==> src/rtl/sced_pkg.sv <==
package sced_pkg;

    typedef enum logic [1:0] {
        DS_IDLE = 2'd0,
        DS_HEAD = 2'd1,
        DS_SYM  = 2'd2
    } dec_state_e;

    localparam logic [15:0] CRC_POLY_REFL = 16'h8408;
    localparam logic [15:0] CRC_PRESET    = 16'hFFFF;
    localparam logic [15:0] CRC_RESIDUE   = 16'hF0B8;

    function automatic logic [15:0] crc16_byte(input logic [15:0] c_in, input logic [7:0] d_in);
        logic [15:0] c;
        c = c_in;
        for (int i = 0; i < 8; i++) begin
            if (c[0] ^ d_in[i]) c = (c >> 1) ^ CRC_POLY_REFL;
            else                c = c >> 1;
        end
        return c;
    endfunction

endpackage

==> src/rtl/sced_level_tracker.sv <==
module sced_level_tracker #(
    parameter int SAMPLE_W       = 12,
    parameter int WIN            = 5,
    parameter bit SIGNED_SAMPLES = 1'b0
) (
    input  logic                clk,
    input  logic                rst_n,
    input  logic [SAMPLE_W-1:0] smp_i,
    input  logic                valid_i,
    input  logic [SAMPLE_W-1:0] thresh_i,
    input  logic [SAMPLE_W-1:0] margin_i,
    output logic                level_o,
    output logic                edge_o
);
    localparam int VOTE  = WIN / 2 + 1;
    localparam int CNT_W = $clog2(WIN + 1);
    localparam int HIST  = WIN - 1;

    typedef struct packed {
        logic [HIST-1:0] hi_hist;
        logic [HIST-1:0] lo_hist;
        logic            level;
        logic            edge_p;
    } trk_s;

    trk_s q, d;

    logic [SAMPLE_W-1:0] smp_u, thr_u;
    logic                is_hi, is_lo;
    logic [WIN-1:0]      hi_win, lo_win;
    logic [CNT_W-1:0]    n_hi, n_lo;

    // Map signed samples to offset binary so one unsigned compare serves both
    generate
        if (SIGNED_SAMPLES) begin : g_signed
            assign smp_u = {~smp_i[SAMPLE_W-1],    smp_i[SAMPLE_W-2:0]};
            assign thr_u = {~thresh_i[SAMPLE_W-1], thresh_i[SAMPLE_W-2:0]};
        end else begin : g_unsigned
            assign smp_u = smp_i;
            assign thr_u = thresh_i;
        end
    endgenerate

    always_comb begin
        is_hi  = {1'b0, smp_u} > ({1'b0, thr_u} + {1'b0, margin_i});
        is_lo  = ({1'b0, smp_u} + {1'b0, margin_i}) < {1'b0, thr_u};
        hi_win = {q.hi_hist, is_hi};
        lo_win = {q.lo_hist, is_lo};
        n_hi   = '0;
        n_lo   = '0;
        for (int i = 0; i < WIN; i++) begin
            n_hi = n_hi + CNT_W'(hi_win[i]);
            n_lo = n_lo + CNT_W'(lo_win[i]);
        end

        d        = q;
        d.edge_p = 1'b0;
        if (valid_i) begin
            d.hi_hist = hi_win[HIST-1:0];
            d.lo_hist = lo_win[HIST-1:0];
            if (n_hi >= CNT_W'(VOTE))      d.level = 1'b1;
            else if (n_lo >= CNT_W'(VOTE)) d.level = 1'b0;
            d.edge_p = (d.level != q.level);
        end
    end

    always_ff @(posedge clk) begin
        if (!rst_n) begin
            q.hi_hist <= '0;
            q.lo_hist <= '0;
            q.level   <= 1'b1;
            q.edge_p  <= 1'b0;
        end else begin
            q <= d;
        end
    end

    assign level_o = q.level;
    assign edge_o  = q.edge_p;

    AST_LEVEL_HOLDS_NO_VALID: assert property (@(posedge clk) disable iff (!rst_n)
        !valid_i |=> $stable(level_o));
    AST_EDGE_MEANS_FLIP: assert property (@(posedge clk) disable iff (!rst_n)
        edge_o |-> (level_o != $past(level_o)));

endmodule

==> src/rtl/sced_hold_timer.sv <==
module sced_hold_timer #(
    parameter int HOLD_W = 8
) (
    input  logic              clk,
    input  logic              rst_n,
    input  logic              edge_i,
    input  logic              tick_i,
    input  logic [HOLD_W-1:0] hold_len_i,
    output logic              bb_o
);
    typedef struct packed {
        logic [HOLD_W-1:0] cnt;
    } hold_s;

    hold_s q, d;

    always_comb begin
        d = q;
        if (edge_i)                      d.cnt = hold_len_i;
        else if (tick_i && q.cnt != '0)  d.cnt = q.cnt - 1'b1;
    end

    always_ff @(posedge clk) begin
        if (!rst_n) q.cnt <= '0;
        else        q <= d;
    end

    assign bb_o = (q.cnt != '0);

    AST_EDGE_RAISES_BB: assert property (@(posedge clk) disable iff (!rst_n)
        (edge_i && hold_len_i != '0) |=> bb_o);
    AST_BB_RISE_NEEDS_EDGE: assert property (@(posedge clk) disable iff (!rst_n)
        $rose(bb_o) |-> $past(edge_i));

endmodule

==> src/rtl/sced_frame_decoder.sv <==
module sced_frame_decoder
    import sced_pkg::*;
#(
    parameter int SPB_W = 10
) (
    input  logic             clk,
    input  logic             rst_n,
    input  logic             tick_i,
    input  logic             bb_i,
    input  logic [SPB_W-1:0] spb_i,
    output logic             byte_valid_o,
    output logic [7:0]       byte_o,
    output logic             frame_end_o,
    output logic             crc_ok_o
);
    localparam int CW = SPB_W + 1;

    typedef struct packed {
        dec_state_e  st;
        logic [CW-1:0] cnt;
        logic        bb_prev;
        logic        first;
        logic        s1;
        logic [7:0]  sr;
        logic [2:0]  bitcnt;
        logic [1:0]  nbytes;
        logic [15:0] crc;
        logic        byte_valid;
        logic [7:0]  byte_data;
        logic        frame_end;
        logic        crc_ok;
    } dec_s;

    dec_s q, d;

    logic [CW-1:0] spb_x, q1, q3, sym_last, head_last;
    logic          ok_now;

    always_comb begin
        spb_x     = {1'b0, spb_i};
        q1        = spb_x >> 2;
        q3        = spb_x - q1;
        sym_last  = spb_x - 1'b1;
        head_last = spb_x + (spb_x >> 1) - 1'b1;
        ok_now    = (q.crc == CRC_RESIDUE) && (q.bitcnt == 3'd1) &&
                    !q.sr[7] && (q.nbytes == 2'd2);

        d            = q;
        d.byte_valid = 1'b0;
        d.frame_end  = 1'b0;
        if (tick_i) begin
            d.bb_prev = bb_i;
            case (q.st)
                DS_IDLE: begin
                    if (bb_i && !q.bb_prev) begin
                        d.st  = DS_HEAD;
                        d.cnt = '0;
                    end
                end
                DS_HEAD: begin
                    if (q.cnt == q3 && !bb_i) begin
                        d.st = DS_IDLE;
                    end else if (q.cnt == head_last) begin
                        d.st     = DS_SYM;
                        d.cnt    = '0;
                        d.first  = 1'b1;
                        d.bitcnt = '0;
                        d.nbytes = '0;
                        d.crc    = CRC_PRESET;
                    end else begin
                        d.cnt = q.cnt + 1'b1;
                    end
                end
                DS_SYM: begin
                    d.cnt = (q.cnt == sym_last) ? '0 : q.cnt + 1'b1;
                    if (q.cnt == q1) d.s1 = bb_i;
                    if (q.cnt == q3) begin
                        if (q.s1 == bb_i) begin
                            d.st = DS_IDLE;
                            if (!q.first) begin
                                d.frame_end = 1'b1;
                                d.crc_ok    = ok_now;
                            end
                        end else if (q.first) begin
                            d.first = 1'b0;
                            if (!bb_i) d.st = DS_IDLE;
                        end else begin
                            d.sr     = {bb_i, q.sr[7:1]};
                            d.bitcnt = q.bitcnt + 1'b1;
                            if (q.bitcnt == 3'd7) begin
                                d.byte_valid = 1'b1;
                                d.byte_data  = d.sr;
                                d.crc        = crc16_byte(q.crc, d.sr);
                                if (q.nbytes != 2'd2) d.nbytes = q.nbytes + 1'b1;
                            end
                        end
                    end
                end
                default: d.st = DS_IDLE;
            endcase
        end
    end

    always_ff @(posedge clk) begin
        if (!rst_n) begin
            q.st         <= DS_IDLE;
            q.cnt        <= '0;
            q.bb_prev    <= 1'b0;
            q.first      <= 1'b0;
            q.s1         <= 1'b0;
            q.sr         <= '0;
            q.bitcnt     <= '0;
            q.nbytes     <= '0;
            q.crc        <= CRC_PRESET;
            q.byte_valid <= 1'b0;
            q.byte_data  <= '0;
            q.frame_end  <= 1'b0;
            q.crc_ok     <= 1'b0;
        end else begin
            q <= d;
        end
    end

    assign byte_valid_o = q.byte_valid;
    assign byte_o       = q.byte_data;
    assign frame_end_o  = q.frame_end;
    assign crc_ok_o     = q.crc_ok;

    AST_NO_BYTE_AT_END: assert property (@(posedge clk) disable iff (!rst_n)
        !(byte_valid_o && frame_end_o));
    AST_CRC_FLAG_HELD: assert property (@(posedge clk) disable iff (!rst_n)
        !frame_end_o |-> $stable(crc_ok_o));
    AST_SYM_CNT_RANGE: assert property (@(posedge clk) disable iff (!rst_n)
        (q.st == DS_SYM) |-> (q.cnt < spb_x));
    AST_IDLE_QUIET: assert property (@(posedge clk) disable iff (!rst_n)
        (q.st == DS_IDLE && $past(q.st) == DS_IDLE) |-> !byte_valid_o);

endmodule

==> src/rtl/subcarrier_env_decoder.sv <==
module subcarrier_env_decoder #(
    parameter int SAMPLE_W       = 12,
    parameter bit SIGNED_SAMPLES = 1'b0,
    parameter int WIN            = 5,
    parameter int HOLD_W         = 8,
    parameter int SPB_W          = 10
) (
    input  logic                clk,
    input  logic                rst_n,
    input  logic [SAMPLE_W-1:0] smp_i,
    input  logic                smp_valid_i,
    input  logic [SAMPLE_W-1:0] thresh_i,
    input  logic [SAMPLE_W-1:0] margin_i,
    input  logic [HOLD_W-1:0]   hold_len_i,
    input  logic [SPB_W-1:0]    spb_i,
    output logic                baseband_o,
    output logic                byte_valid_o,
    output logic [7:0]          byte_o,
    output logic                frame_end_o,
    output logic                crc_ok_o
);
    logic level_w, edge_w, bb_w;

    sced_level_tracker #(
        .SAMPLE_W(SAMPLE_W), .WIN(WIN), .SIGNED_SAMPLES(SIGNED_SAMPLES)
    ) u_trk (
        .clk(clk), .rst_n(rst_n), .smp_i(smp_i), .valid_i(smp_valid_i),
        .thresh_i(thresh_i), .margin_i(margin_i),
        .level_o(level_w), .edge_o(edge_w)
    );

    sced_hold_timer #(.HOLD_W(HOLD_W)) u_hold (
        .clk(clk), .rst_n(rst_n), .edge_i(edge_w), .tick_i(smp_valid_i),
        .hold_len_i(hold_len_i), .bb_o(bb_w)
    );

    sced_frame_decoder #(.SPB_W(SPB_W)) u_dec (
        .clk(clk), .rst_n(rst_n), .tick_i(smp_valid_i), .bb_i(bb_w),
        .spb_i(spb_i), .byte_valid_o(byte_valid_o), .byte_o(byte_o),
        .frame_end_o(frame_end_o), .crc_ok_o(crc_ok_o)
    );

    assign baseband_o = bb_w;

    AST_RESET_LEVEL_HIGH: assert property (@(posedge clk)
        $rose(rst_n) |-> level_w);

endmodule

==> config.mk <==
export PLATFORM = sky130hd
export DESIGN_NAME = subcarrier_env_decoder
export DESIGN_NICKNAME = d
export VERILOG_FILES = /design/src/rtl/sced_pkg.sv /design/src/rtl/sced_level_tracker.sv /design/src/rtl/sced_hold_timer.sv /design/src/rtl/sced_frame_decoder.sv /design/src/rtl/subcarrier_env_decoder.sv
export SDC_FILE = /design/constraint.sdc
export NUM_CORES = 1
export LEC_CHECK = 0
export ABC_AREA = 1
export BUFFER_PORTS_ARGS = -buffer_cell sky130_fd_sc_hd__buf_4
export CAP_MARGIN = 40
export CELL_PAD_IN_SITES_DETAIL_PLACEMENT = 1
export CELL_PAD_IN_SITES_GLOBAL_PLACEMENT = 2
export CORE_UTILIZATION = 35
export CTS_CLUSTER_DIAMETER = 120
export DETAILED_ROUTE_END_ITERATION = 10
export GPL_TIMING_DRIVEN = 0
export PLACE_DENSITY_LB_ADDON = 0.08
export RECOVER_POWER = 50
export SLEW_MARGIN = 20
export SYNTH_ARGS = -nofsm -noshare
export SYNTH_HDL_FRONTEND = slang
export SYNTH_HIERARCHICAL = 1
export SYNTH_SLANG_ARGS = --single-unit
==> constraint.sdc <==
create_clock -name clk -period 5.7 [get_ports clk]
set_clock_uncertainty 0.05 [all_clocks]
set_input_delay 1.14 -clock clk [delete_from_list [all_inputs] [get_ports clk]]
set_output_delay 1.14 -clock clk [all_outputs]
set_load 0.05 [all_outputs]
---- Word level (Yosys, flattened, before mapping) ----
Index checks and enable logic that the tools add are counted.
cells by class
  add/sub/neg operators ................... 18
  multiplexer cells ....................... 82
  equality and inequality tests ........... 24
  reductions and logical operators ........ 27
  $lt $le $gt $ge ......................... 4
  bitwise logic cells ..................... 22
operators with widths
  cell                                                                  number
  16-bit 2-to-1 mux                                                     50
  30-bit 2-to-1 mux                                                     2
  21-bit 2-to-1 mux                                                     2
  21-bit case mux with 2 select lines                                   1
  11-bit == test                                                        3
  11-bit 2-to-1 mux                                                     3
  11-bit case mux with 3 select lines                                   1
  32-bit 2-to-1 mux                                                     1
  27-bit 2-to-1 mux                                                     1
  12-bit by 12-bit adder with 13-bit output                             2
  2-bit inverter with 3-bit output                                      8
  3-bit by 1-bit adder with 3-bit output                                6
  2-bit 2-to-1 mux                                                      9
  6-bit AND reduction                                                   3
  16-bit == test, second input constant                                 1
  8-bit 2-to-1 mux                                                      2
  5-bit AND reduction                                                   3
  12-bit by 13-bit greater-than comparator with 1-bit output            1
  13-bit by 12-bit < comparator with 1-bit output                       1
  13-bit 2-to-1 mux                                                     1
  10-bit by 9-bit adder with 11-bit output                              1
  11-bit by 1-bit adder with 11-bit output, second input constant       1
  11-bit by 8-bit == test with 1-bit output                             1
  10-bit by 1-bit subtractor with 11-bit output, second input constant  1
  other kinds (35)                                                      72
word-level totals
  logic and storage cells ................. 195
  flip-flop bits (word level) ............. 74
  input bits .............................. 57
  output and inout port bits .............. 12

---- Logic depth before layout (Yosys ltp) ----
  depth in word-level cells ............... 63
  gate-level depth with buffers ........... 24
  mapped depth without buffers ............ 24

---- Modules after synthesis ----
Netlist, hierarchy kept.
modules (own cells, without submodules)
  module              seq. area each (µm²)  area an instance (µm²)  instances  cells an instance
  sced_frame_decoder  1,101.1               5,200.0                 1          773
  sced_level_tracker  200.2                 2,224.6                 1          310
  sced_hold_timer     160.2                 583.1                   1          94

---- Worst setup path before layout ----
OpenSTA, ideal clock, no wires.
  path type ............................... in2reg
  start point ............................. input thresh_i[0]
  end point ............................... register u_trk.q (netlist bit u_trk/edge_o)
  library setup time ...................... 0.070 ns
  data arrival time ....................... 4.936 ns
  path slack .............................. 0.644 ns
  required time ........................... 5.580 ns
  buffers on the path ..................... 0
  cell stages on the path ................. 23
  path through ............................ ha_1 > inv_1 > fa_1 > o31ai_2 > nand2_2 > nand3_2 > a21oi_2 > xor2_1 > ha_1 > nand3_1 > inv_1 > nand4_1 > nand2_1 > nor2_1 > nand3_2 > fa_1 > fa_1 > inv_1 > ha_1 > nor3b_1 > a211oi_1 > o211ai_1 > a21oi_1
between the ends
  longest elaborated chain between the ends .. 10
  elaborated cells between the ends (all ways) .. 17
  classes of those cells .................. add/sub (9); order compare (4); eq/ne (1); mux (3)
ends and longest elaborated chain
  element                                                                                                                      RTL line                                            text
  start: declaration                                                                                                           subcarrier_env_decoder.sv:12                        input logic [SAMPLE_W-1:0] thresh_i,
  12-bit by 12-bit adder with 13-bit output / 13-bit by 12-bit < comparator with 1-bit output (equally long branches)          sced_level_tracker.sv:45, sced_level_tracker.sv:46
  12-bit by 13-bit greater-than comparator with 1-bit output / 1-bit by 1-bit adder with 2-bit output (equally long branches)  sced_level_tracker.sv:45, sced_level_tracker.sv:53
  1-bit by 1-bit adder with 2-bit output / 3-bit by 1-bit adder with 3-bit output (equally long branches)                      sced_level_tracker.sv:52, sced_level_tracker.sv:53
  3-bit by 1-bit adder with 3-bit output (on tied branches) (2 in series)                                                      sced_level_tracker.sv:52, sced_level_tracker.sv:53
  3-bit by 1-bit adder with 3-bit output / 3-bit by 2-bit >= comparator with 1-bit output (equally long branches)              sced_level_tracker.sv:52, sced_level_tracker.sv:62
  3-bit by 2-bit >= comparator with 1-bit output / 1-bit 2-to-1 mux (equally long branches)                                    sced_level_tracker.sv:61, sced_level_tracker.sv:62
  1-bit 2-to-1 mux (*)                                                                                                         sced_level_tracker.sv:61                            if (n_hi >= CNT_W'(VOTE)) d.level = 1'b1;
  1-bit 2-to-1 mux (*)                                                                                                         sced_level_tracker.sv:58                            if (valid_i) begin
  1-bit inequality test (*)                                                                                                    sced_level_tracker.sv:63                            d.edge_p = (d.level != q.level);
  end: declaration                                                                                                             sced_level_tracker.sv:26                            trk_s q, d;
Every way passes the cells marked *; elsewhere a longest branch is shown, timed or not. The select of a mux whose other input is x is not followed.
A chain may end at the register's enable or synchronous reset.

---- Worst setup path in the final report ----
  start point ............................. input smp_i[0]
  end point ............................... register u_trk.q (netlist bit u_trk/edge_o)
between the ends
  longest elaborated chain between the ends .. 11
  elaborated cells between the ends (all ways) .. 17
  classes of those cells .................. add/sub (9); order compare (4); eq/ne (1); mux (3)
ends and longest elaborated chain
  element                                               RTL line                      text
  start: declaration                                    subcarrier_env_decoder.sv:10  input logic [SAMPLE_W-1:0] smp_i,
  12-bit by 12-bit adder with 13-bit output             sced_level_tracker.sv:46      is_lo = ({1'b0, smp_u} + {1'b0, margin_i}) < {1'b0, thr_u};
  13-bit by 12-bit < comparator with 1-bit output       sced_level_tracker.sv:46
  1-bit by 1-bit adder with 2-bit output                sced_level_tracker.sv:53      n_lo = n_lo + CNT_W'(lo_win[i]);
  3-bit by 1-bit adder with 3-bit output (3 in series)  sced_level_tracker.sv:53
  3-bit by 2-bit >= comparator with 1-bit output        sced_level_tracker.sv:62      else if (n_lo >= CNT_W'(VOTE)) d.level = 1'b0;
  1-bit 2-to-1 mux                                      sced_level_tracker.sv:62
  1-bit 2-to-1 mux (*)                                  sced_level_tracker.sv:61
  1-bit 2-to-1 mux (*)                                  sced_level_tracker.sv:58
  1-bit inequality test (*)                             sced_level_tracker.sv:63
Marked as above.

==> impl_metrics.tcl <==
set metrics [dict create \
    grt_pass1_wl_um 38300 \
    period_needed_ns 5.23 \
    cp_slowest_stage_delay_ns 0.51 \
    grt_use_total 0.201 \
    status "finished clean" \
    synth_cells 1177 \
    maxSlewViolCount 0 \
    fin_hold_ws_ns 0.434 \
    tightest_slew_ns 0.643 \
    num_vias 7521 \
    powerDensity_mw_per_mm2 373 \
    syn2layout_area_growth_pct 13.0 \
    syn_area_per_cell_um2 6.80 \
    crit_buf_inv 4 \
    slew_headroom 0.571 \
    routedWlPerCell_um 14.7 \
    syn_area_mm2 0.00801 \
    required_ns 5.93 \
    initial_utilization 0.361 \
    start_kind "primary input" \
    crit_type "in2reg" \
    rows 54 \
    worstSkewPairLatency_ns 0.34 \
    drc 0 \
    clock_path_buffers 2 \
    io_buffers 68 \
    finalCritPeriodShare 0.918 \
    ir_drop_v 0.000144 \
    post_cts_buffers 0 \
    avgViaCountPerCell 4.88 \
    fmax_mhz 191 \
    layout-drive-gt1-share 0.128 \
    antenna_left 0 \
    fin_setup_tns_ns 0 \
    wl_um 22600 \
    finalHoldViolations 0 \
    dp_slack_ns 0.0198 \
    first_pass_iters 5 \
    io_pins 69 \
    cts_tree "done" \
    final_cells 1540 \
    core-area_mm2 0.0222 \
    antenna_cells 0 \
    hpwlAfterDp_um 18400 \
    overflow 0 \
    hold_buffers 0 \
    crit_fanout 3 \
    die_h_um 153 \
    synthesis.nets 1338 \
    crit_family "adder cells" \
    gp_congestion 0.817 \
    dieArea_mm2 0.0235 \
    setup_ws_ns 0.470 \
    ys_seq_area_frac 0.183 \
    setup_viol 0 \
    p_leak_nw 4.48 \
    grt_max_degree 13 \
    htree_levels 3 \
    rsz0062_at_grt "false" \
    first_iter_violations 250 \
    hold_class "reg2reg" \
    ys_seq_elements 73 \
    cts.clk_slew.worst_paths_ns 0.06 \
    dp_cells 1525 \
    maxCapViolations 0 \
    critPathArrivalTime_ns 5.46 \
    antenna_found_initial 0 \
    fp.dieW_um 153 \
    cp_slowest_cell "fa_1" \
    first_global_vias 7857 \
    yosysWarnings 6 \
    cp-end-kind "flip-flop" \
    cts.sink_count 73 \
    layout.nets 1417 \
    ctsResizeCount 0 \
    ys_types 52 \
    cts_buffers 9 \
    clock-root-buffer "clkbuf_16" \
]
[worst register-to-register path: cells and delay by family (launching register included)]
kind | cells | cell delay (ns)
fa+ha+maj | 2 | 0.62
compound gates | 1 | 0.14
flops | 1 | 0.32
simple gates | 7 | 1.54
buf+inv | 3 | 0.44
[cells by family (layout without fill, tap and decap cells)]
family,count (synthesis),in the layout,synth area share
xor+xnor,87,87,0.102
flops,73,73,0.182
simple gates,520,520,0.301
buf+inv,227,310,0.123
fa+ha+maj,104,104,0.171
compound gates,166,166,0.120
[state kept, by name, indices dropped and copies added, names as in the netlist]
name                count
u_trk/hi_win            4
u_dec/byte_valid_o      1
u_dec/frame_end_o       1
u_dec/q                44
u_dec/crc_ok_o          1
u_hold/q                8
u_trk/lo_win            4
u_trk/edge_o            1
u_dec/byte_o            8
u_trk/level_o           1
[metrics by stage]
stage	util	power (mW)	instance area, um^2
2_1_floorplan	-	2.33	8010
3_3_place_gp	0.400	2.84	8870
3_5_place_dp	0.400	2.87	8870
4_1_cts	0.414	3.47	9160
5_1_grt	0.408	3.72	9050
6_report	0.408	3.38	9050
[layout by cell type (no fill, tap or decap), types with 5 or more instances in the layout]
| cell type | count |
|---|---|
| clkbuf_16 | 9 |
| xor2_1 | 44 |
| buf_6 | 8 |
| fa_1 | 9 |
| a21oi_2 | 9 |
| nand3b_1 | 5 |
| nand2_1 | 231 |
| inv_2 | 8 |
| o21ai_1 | 27 |
| clkbuf_1 | 25 |
| ha_1 | 95 |
| a21oi_1 | 52 |
| nor2_1 | 115 |
| nor3_1 | 31 |
| nand4_1 | 18 |
| o21ai_0 | 50 |
| inv_1 | 178 |
| dfxtp_1 | 73 |
| buf_2 | 6 |
| xnor2_1 | 37 |
| a21o_1 | 5 |
| nand3_2 | 5 |
| nand2_2 | 18 |
| xor2_2 | 5 |
| buf_4 | 66 |
| nand3_1 | 78 |
[path summary, 6_finish.rpt]
kind	start	end	slack, ns	depth (start not counted)
worst max-delay path	smp_i[0]	u_trk/edge_o$_SDFF_PN0_	0.47	25
worst min-delay path	u_hold/q[0]$_SDFFE_PN0P_	u_hold/q[0]$_SDFFE_PN0P_	0.43	2
worst max register to register	u_hold/q[0]$_SDFFE_PN0P_	u_dec/byte_o[5]$_SDFFE_PN0P_	2.54	13
worst min register to register	u_hold/q[0]$_SDFFE_PN0P_	u_hold/q[0]$_SDFFE_PN0P_	0.43	2
[layout make-up]
| type | instances | area, um^2 |
|---|---|---|
| repair buffers | 68 | 458 |
| fillers | 2932 | 13100 |
| clock inverters | 5 | 56.3 |
| plain buffers | 39 | 277 |
| clock buffers | 10 | 239 |
| inverters | 188 | 706 |
| well taps | 280 | 350 |
| multi-input cells | 877 | 5510 |
| flip-flops and latches | 73 | 1460 |
[per-layer routing]
| layer | part of all wire | routed length [um] | GRT usage |
|---|---|---|---|
| met1 | 0.51 | 11400 | 0.267 |
| met2 | 0.47 | 10500 | 0.347 |
| met3 | 0.022 | 501 | 0.0258 |
| met4 | 0.0062 | 140 | 0.0370 |
| met5 | 0 | 0 | 0 |
[synth_stat cells, drive strengths merged]
master       instances  area (um^2)
nand2              250         1000
inv                186          698
nor2               124          548
ha                  95         1190
nand3               85          485
o21ai               79          410
dfxtp               73         1460
a21oi               62          355
xor2                49          467
xnor2               37          324
buf                 31          245
nor3                31          166
nand4               19          131
fa                   9          180
clkbuf               7         26.3
a21o                 5         37.5
nand3b               5         37.5
o21bai               4         30.0
a31oi                3         18.8
nor3b                3         22.5
o211ai               3         22.5
a211oi               2         15.0
a221oi               2         17.5
clkinv               2         7.51
o2111ai              2         17.5
or2                  2         15.0
a311oi               1         8.76
dlygate4sd3          1         10.0
nor4                 1         6.26
o22ai                1         6.26
o311a                1         11.3
o31ai                1         12.5
xnor3                1         22.5
[report_power, final]
group,switching (mW),internal (mW)
Sequential,0.104,0.635
Combinational,1.30,0.763
Clock,0.228,0.348
Total,1.64,1.75
Note: power is estimated with default switching activity, not from simulation.
